`config.mk`:
```
export PLATFORM = sky130hd
export DESIGN_NAME = irq_prio_ctrl
export DESIGN_NICKNAME = d
export VERILOG_FILES = /design/src/rtl/irq_prio_pkg.sv /design/src/rtl/irq_first_set.sv /design/src/rtl/irq_edge_latch.sv /design/src/rtl/irq_prio_ctrl.sv
export SDC_FILE = /design/constraint.sdc
export NUM_CORES = 1
export LEC_CHECK = 0
export ABC_AREA = 1
export BUFFER_PORTS_ARGS = -buffer_cell sky130_fd_sc_hd__buf_4
export CORE_MARGIN = 2
export CORE_UTILIZATION = 55
export DETAILED_ROUTE_END_ITERATION = 8
export PLACE_DENSITY_LB_ADDON = 0.3
export SYNTH_ARGS = -nofsm -noshare
export SYNTH_HDL_FRONTEND = slang
export SYNTH_SLANG_ARGS = --single-unit
```
`constraint.sdc`:
```
create_clock -name clk -period 2.7 [get_ports clk]
set_clock_uncertainty 0.05 [all_clocks]
set_input_delay 0.54 -clock clk [delete_from_list [all_inputs] [get_ports clk]]
set_output_delay 0.54 -clock clk [all_outputs]
set_load 0.005 [all_outputs]
```
`src/rtl/irq_prio_pkg.sv`:
```
package irq_prio_pkg;
  typedef enum logic {
    SEL_BASE = 1'b0,
    SEL_MASK = 1'b1
  } reg_sel_e;
endpackage

```
`src/rtl/irq_first_set.sv`:
```
// Finds the lowest set bit of a vector: index, found flag and one-hot form.
module irq_first_set #(
  parameter int N  = 8,
  parameter int IW = 3
) (
  input  logic [N-1:0]  vec,
  output logic          found,
  output logic [IW-1:0] idx,
  output logic [N-1:0]  onehot
);
  always_comb begin
    idx = '0;
    for (int i = N - 1; i >= 0; i--) begin
      if (vec[i]) idx = IW'(i);
    end
  end

  assign found = |vec;

  generate
    for (genvar g = 0; g < N; g++) begin : g_oh
      assign onehot[g] = found && (idx == IW'(g));
    end
  endgenerate
endmodule

```
`src/rtl/irq_edge_latch.sv`:
```
// Rising-edge capture into sticky pending bits, with per-bit clear.
module irq_edge_latch #(
  parameter int N = 8
) (
  input  logic         clk,
  input  logic         rst_n,
  input  logic [N-1:0] irq_in,
  input  logic [N-1:0] clr,
  output logic [N-1:0] pend
);
  logic [N-1:0] irq_d;
  logic [N-1:0] pend_next;
  logic [N-1:0] rise;

  always_comb begin
    rise      = irq_in & ~irq_d;
    pend_next = (pend & ~clr) | rise;
  end

  always_ff @(posedge clk or negedge rst_n) begin
    if (!rst_n) begin
      irq_d <= '0;
      pend  <= '0;
    end else begin
      irq_d <= irq_in;
      pend  <= pend_next;
    end
  end
endmodule

```
`src/rtl/irq_prio_ctrl.sv`:
```
module irq_prio_ctrl #(
  parameter int N_LINES = 8,
  parameter int VEC_W   = 8
) (
  input  logic               clk,
  input  logic               rst_n,
  input  logic [N_LINES-1:0] irq_in,
  input  logic               reg_we,
  input  logic               reg_sel,
  input  logic [VEC_W-1:0]   reg_wdata,
  input  logic               ack,
  input  logic               eoi,
  output logic               int_out,
  output logic [VEC_W-1:0]   vec_out,
  output logic               vec_valid
);
  import irq_prio_pkg::*;

  localparam int IDX_W  = $clog2(N_LINES);
  localparam int BASE_W = VEC_W - IDX_W;

  logic [BASE_W-1:0]  base_q, base_next;
  logic [N_LINES-1:0] mask_q, mask_next;
  logic [N_LINES-1:0] isr_q, isr_next;
  logic [VEC_W-1:0]   vec_next;
  logic               base_en, mask_en, take;

  logic [N_LINES-1:0] pend, live, pick_oh, top_oh, clr_pend;
  logic               pick_found, top_found;
  logic [IDX_W-1:0]   pick_idx, top_idx;

  irq_edge_latch #(.N(N_LINES)) u_latch (
    .clk    (clk),
    .rst_n  (rst_n),
    .irq_in (irq_in),
    .clr    (clr_pend),
    .pend   (pend)
  );

  assign live = pend & ~mask_q;

  irq_first_set #(.N(N_LINES), .IW(IDX_W)) u_pick (
    .vec    (live),
    .found  (pick_found),
    .idx    (pick_idx),
    .onehot (pick_oh)
  );

  irq_first_set #(.N(N_LINES), .IW(IDX_W)) u_top (
    .vec    (isr_q),
    .found  (top_found),
    .idx    (top_idx),
    .onehot (top_oh)
  );

  always_comb begin
    int_out   = pick_found && (!top_found || (pick_idx < top_idx));
    take      = ack && int_out;
    clr_pend  = take ? pick_oh : '0;
    isr_next  = (isr_q & ~(eoi ? top_oh : '0)) | clr_pend;
    vec_next  = {base_q, pick_idx};
    base_en   = reg_we && (reg_sel == SEL_BASE);
    mask_en   = reg_we && (reg_sel == SEL_MASK);
    base_next = reg_wdata[VEC_W-1:IDX_W];
    mask_next = reg_wdata[N_LINES-1:0];
  end

  always_ff @(posedge clk or negedge rst_n) begin
    if (!rst_n) begin
      base_q    <= '0;
      mask_q    <= '1;
      isr_q     <= '0;
      vec_out   <= '0;
      vec_valid <= 1'b0;
    end else begin
      if (base_en) base_q <= base_next;
      if (mask_en) mask_q <= mask_next;
      if (take)    vec_out <= vec_next;
      isr_q     <= isr_next;
      vec_valid <= take;
    end
  end
endmodule

```
==> reports/metrics.yaml, run 1 <==
status: "finished, violations left"
violations: "setup timing"
portBuffers: 31
grt_pass1_vias: 1547
postSynthAreaPerCell_um2: 8.52
placed_area_mm2: 0.00236
ant_nets: 0
p_leak_nw: 1.39
maxCapViolations: 0
ys_types: 26
top_usage_layer: "met2"
use_met3_pct: 5.14
hp-class: "input port to async pin"
arrival_ps: 2120
worstPathMaxFanout: 3
hold_buffers: 0
die_h_um: 65.2
final.setup.tns_ps: -12.2
wirelength_um: 4310
synth-seq-cells: 46
core.rowCount: 22
tightest_slew_ps: 563
rrSetupSlack_ps: 380
dpl.hpwl_um: 2770
design_area_mm2: 0.00267
ios: 32
coreArea_mm2: 0.00363
synth_fa_ha_area_share_pct: 1.21
grt_use_total_pct: 22.1
synth_edf_count: 0
dieArea_mm2: 0.00425
num_vias: 1728
layout-area-overhead-vs-synth_pct: 29.4
finalMaxSlewViolations: 0
clock_sinks: 46
power.density_mw_per_mm2: 1090
post_drt_wl_per_cell_um: 12.7
die_w_um: 65.2
antenna_cells: 0
ys_warn_count: 0
drtPass1Iterations: 4
layout_common_cells: "78 x nand2_1, 43 x buf_4, 36 x dfrtp_1"
use_met2_pct: 34.7
start_util_pct: 56.7
synth_top_family_by_area: "simple AND/OR/NAND/NOR gates"
grt.overflow.total: 0
insertion_delay_ps: 300
antenna_found_initial: 0
grt_first_pass_wirelength_um: 7000
cts.htree.levels: 2
synth_compound_gate_area_share_pct: 7.65
crit_type: "flop to primary output"
synth_flop_cell: "dfrtp_1"
hold_viol: 0
syn_inst: 242
clk_pin_slew_ps: 80
tritoncts: "done"
syn_nets: 266
start_kind: "flop"
cts_root_buf: "clkbuf_8"
ys_seq_area_share_pct: 56.3
routed_via_density: 5.10
synth_xor_area_share_pct: 0
mostFrequentLayoutCell: "nand2_1"
crit_required_ps: 2110
finalCritPeriodShare_pct: 100
drc: 0
post-place-ws_ps: 181
drive_gt1_share_pct: 34.4
clock.fmax_mhz: 369
synth_area_leaders: "dfrtp_1 46%, nand2_1 16%, dfstp_2 10%"
synth_top_area_share_pct: 46.1
critPathCaptureType: "primary output"
clock_path_buffers: 2
yosysTopAreaCell: "dfrtp_1"
nNetsFinal: 314
setup_violations: 1
use_met1_pct: 29.8
dr.first_iter.drc_count: 139
synth_mux_area_share_pct: 1.09
slew_headroom_pct: 62.5
gp_congestion: 0.828
synth-simple-area-share_pct: 25.8
async_flop_share_pct: 100
mappedNetlistArea_mm2: 0.00206
layout_setup_ws_ps: -12.2
ir_drop_mv: 0.659
period_needed_ps: 2710
rsz0062_at_grt: "true"
cts_buffers: 5
grt_start_max_net_pins: 47
## synthesized netlist by cell type (2+ instances only)
cell type,instances
nand2_1,87
dfrtp_1,38
inv_1,37
nor2_1,16
o21ai_0,16
dfstp_2,8
nand4_1,8
nor3_1,6
nand2_2,3
a21oi_1,2
ha_1,2
mux2_2,2
nor4_1,2
o21ai_2,2
o31ai_1,2
## registers in the layout, indices dropped and copies added (netlist names)
register       cells
u_latch.irq_d      8
vec_valid          1
u_latch.pend       8
base_q             5
vec_out            8
isr_q              8
mask_q             8
## per-layer routing
layer	part of all wire (%)	up-vias
met4	1.8	0
met5	0	-
met3	3.5	10
met1	44	825
li1	-	852
met2	50	41
## cell type report
class / instances / area (um^2)
Multi-Input combinational cell: 155 / 862
Timing Repair Buffer: 44 / 334
Clock inverter: 1 / 8.76
Sequential cell: 46 / 1160
Tap cell: 48 / 60.1
Fill cell: 291 / 966
Inverter: 38 / 143
Clock buffer: 7 / 96.3
## critical path, stage by stage, from the launching register on
cell and delay (ps):
dfstp_2 540, inv_1 50, nand2_2 100, nand2_2 100, o21ai_2 180, inv_2 80
ha_4 300, nand2_2 60, inv_2 50, nand2_2 50, nand2_2 70, nand2_4 50
nand2_2 50, inv_2 40, buf_6 100
## cell families after synthesis
logic type	Yosys count
AO/OA/AOI/OAI	26
adder cells (fa/ha/maj)	2
buffers and inverters	41
flip-flops	46
multiplexers	2
AND/OR/NAND/NOR	125
## stage by stage
stage / util (%) / hold slack, ps / instances / power [mW]
global route: 73.4 / 216 / 339 / 3.14
CTS: 70.4 / 195 / 332 / 2.65
global placement: 64.8 / 405 / 321 / 2.03
floorplan: - / 194 / 242 / 1.71
detailed placement: 64.8 / 410 / 321 / 2.06
finish: 73.4 / 170 / 339 / 2.90
## path summary, 6_finish.rpt
check | from | endpoint | cells after the start
max reg2reg | u_latch.pend[7] | vec_out[5] | 15
min | rst_n | base_q[0] | 1
min in group clk | irq_in[5] | u_latch.irq_d[5] | 1
min reg2reg | u_latch.pend[0] | u_latch.pend[0] | 2
max in group asynchronous | rst_n | isr_q[0] | 1
max | mask_q[5] | int_out | 14
## power breakdown
group          leakage [nW]  switching (mW)  internal, mW
Clock                0.0544           0.222         0.234
Sequential            0.528           0.128         0.882
Combinational         0.811           0.803         0.635
## timing repair
action,in CTS,in global routing
setup endpoints to repair,1,1
setup buffers,3,7
resized for setup,20,16
gates cloned,0,0
pin swaps,4,7
Power figures use the tool's default switching activity.
==> run 2, diff against run 1 <==
- CAP_MARGIN: not set -> 20
- CORE_UTILIZATION: 55 -> 47
==> reports/metrics.yaml, run 2 (synthesis gave the netlist of run 1 again) <==
design_area_mm2: 0.00260
cts_buffers: 5
ant_nets: 0
dpl.hpwl_um: 2810
crit_type: "flop to primary output"
seqPwrFrac_pct: 36.6
reg2reg_from: "isr_q[6]"
die_h_um: 70.2
drtPass1Iterations: 4
post_drt_wl_per_cell_um: 11.4
power.density_mw_per_mm2: 1060
layout_common_cells: "82 x nand2_1, 41 x buf_4, 37 x dfrtp_1"
insertion_delay_ps: 300
antenna_cells: 0
layout.cells.non_filler: 341
switching_share_pct: 38.8
grt_pass1_vias: 1544
period_needed_ps: 2700
wirelength_um: 3880
mostFrequentLayoutCell: "nand2_1"
p_switching_mw: 1.07
portBuffers: 31
clk_pin_slew_ps: 80
internal-power_mw: 1.68
hold_viol: 0
worstPathMaxFanout: 4
placed_area_mm2: 0.00236
drc: 0
tritoncts: "done"
finalMaxSlewViolations: 0
start_kind: "flop"
hp-class: "input port to async pin"
layout_setup_ws_ps: 2.71
crit_required_ps: 2110
hold_buffers: 0
post-place-ws_ps: 199
grt_first_pass_wirelength_um: 6760
finalCritPeriodShare_pct: 99.9
ir_drop_mv: 0.359
critPathCaptureType: "primary output"
seq_area_mm2: 0.00116
status: "finished, final reports clean"
layout-area-overhead-vs-synth_pct: 26.0
grt_start_max_net_pins: 47
maxCapViolations: 0
cts_root_buf: "clkbuf_8"
ios: 32
antenna_found_initial: 0
coreArea_mm2: 0.00429
dieArea_mm2: 0.00493
clock.fmax_mhz: 371
pwr-share-comb_pct: 47.8
rsz0062_at_grt: "true"
start_util_pct: 48.0
cts.htree.levels: 2
drive_gt1_share_pct: 30.1
nNetsFinal: 312
grt.overflow.total: 0
fillers: 375
setup_violations: 0
clock_path_buffers: 2
pwr-share-clk_pct: 15.6
cp-startpoint: "isr_q[6]"
multiInputGateArea_um2: 813
dp_cells: 325
fin_util_pct: 60.5
clock_sinks: 46
p_leak_nw: 1.38
grt_use_total_pct: 17.7
dr.first_iter.drc_count: 84
gp_congestion: 0.809
arrival_ps: 2110
tightest_slew_ps: 550
num_vias: 1636
die_w_um: 70.2
core.rowCount: 24
routed_via_density: 4.80
slew_headroom_pct: 63.4
-- run 2: path summary, 6_finish.rpt --
| kind | slack [ps] | endpoint | cells past startpoint |
|---|---|---|---|
| min in group clk | 300 | u_latch.irq_d[7] | 1 |
| max in group asynchronous | 2030 | isr_q[0] | 1 |
| setup / recovery | 3 | int_out | 14 |
| setup reg to reg | 290 | vec_out[4] | 17 |
| hold / removal | 170 | vec_out[4] | 1 |
| hold reg to reg | 420 | vec_out[5] | 2 |
-- run 2: layout make-up --
cell class	count	share of cell area (%)
multi-input combinational	155	31.3
timing repair buffer	42	12.3
clock buffer	6	3.18
inverter	38	5.49
clock inverter	2	0.482
sequential	46	44.7
tap	52	2.50
-- run 2: power groups by stage --
| stage | Sequential (mW) | Combinational, mW | Clock [mW] |
|---|---|---|---|
| after floorplan | 0.987 | 0.724 | 0 |
| after global placement | 0.999 | 1.04 | 0 |
| after detailed placement | 1.01 | 1.05 | 0 |
| after CTS | 0.999 | 1.15 | 0.445 |
| after global routing | 1.03 | 1.47 | 0.477 |
| final | 1.01 | 1.31 | 0.430 |
-- run 2: layer usage --
layer	vias up	global-route usage, %	part of all wire [%]
met4	0	7.69	2.0
met2	27	27.2	47
li1	842	-	-
met1	760	24.0	47
met5	-	0	0
met3	7	4.33	3.7
-- run 2: repair_timing --
item | in CTS | in global routing
setup buffers | 5 | 3
endpoints found under the setup margin | 1 | 1
endpoints found under the hold margin | 0 | 0
resized for setup | 11 | 11
pin swaps | 2 | 7
-- run 2: critical path: stages, from the launching register on --
cell and delay (ps):
dfrtp_1 420, nor2_2 50, nor3_2 180, nor3_2 70
nor3_2 280, inv_2 100, ha_4 270, nand2_2 40
inv_2 50, nand2_2 40, nand2_2 70, nand2_4 50
nand2_2 50, inv_2 40, buf_6 100
-- run 2: stage by stage --
step           TNS [ps]  hold WS [ps]  total power [mW]
6_report              0           174              2.75
5_1_grt            -144           217              2.98
4_1_cts               0           192              2.59
3_5_place_dp          0           408              2.06
3_3_place_gp          0           403              2.04
2_1_floorplan         0           194              1.71
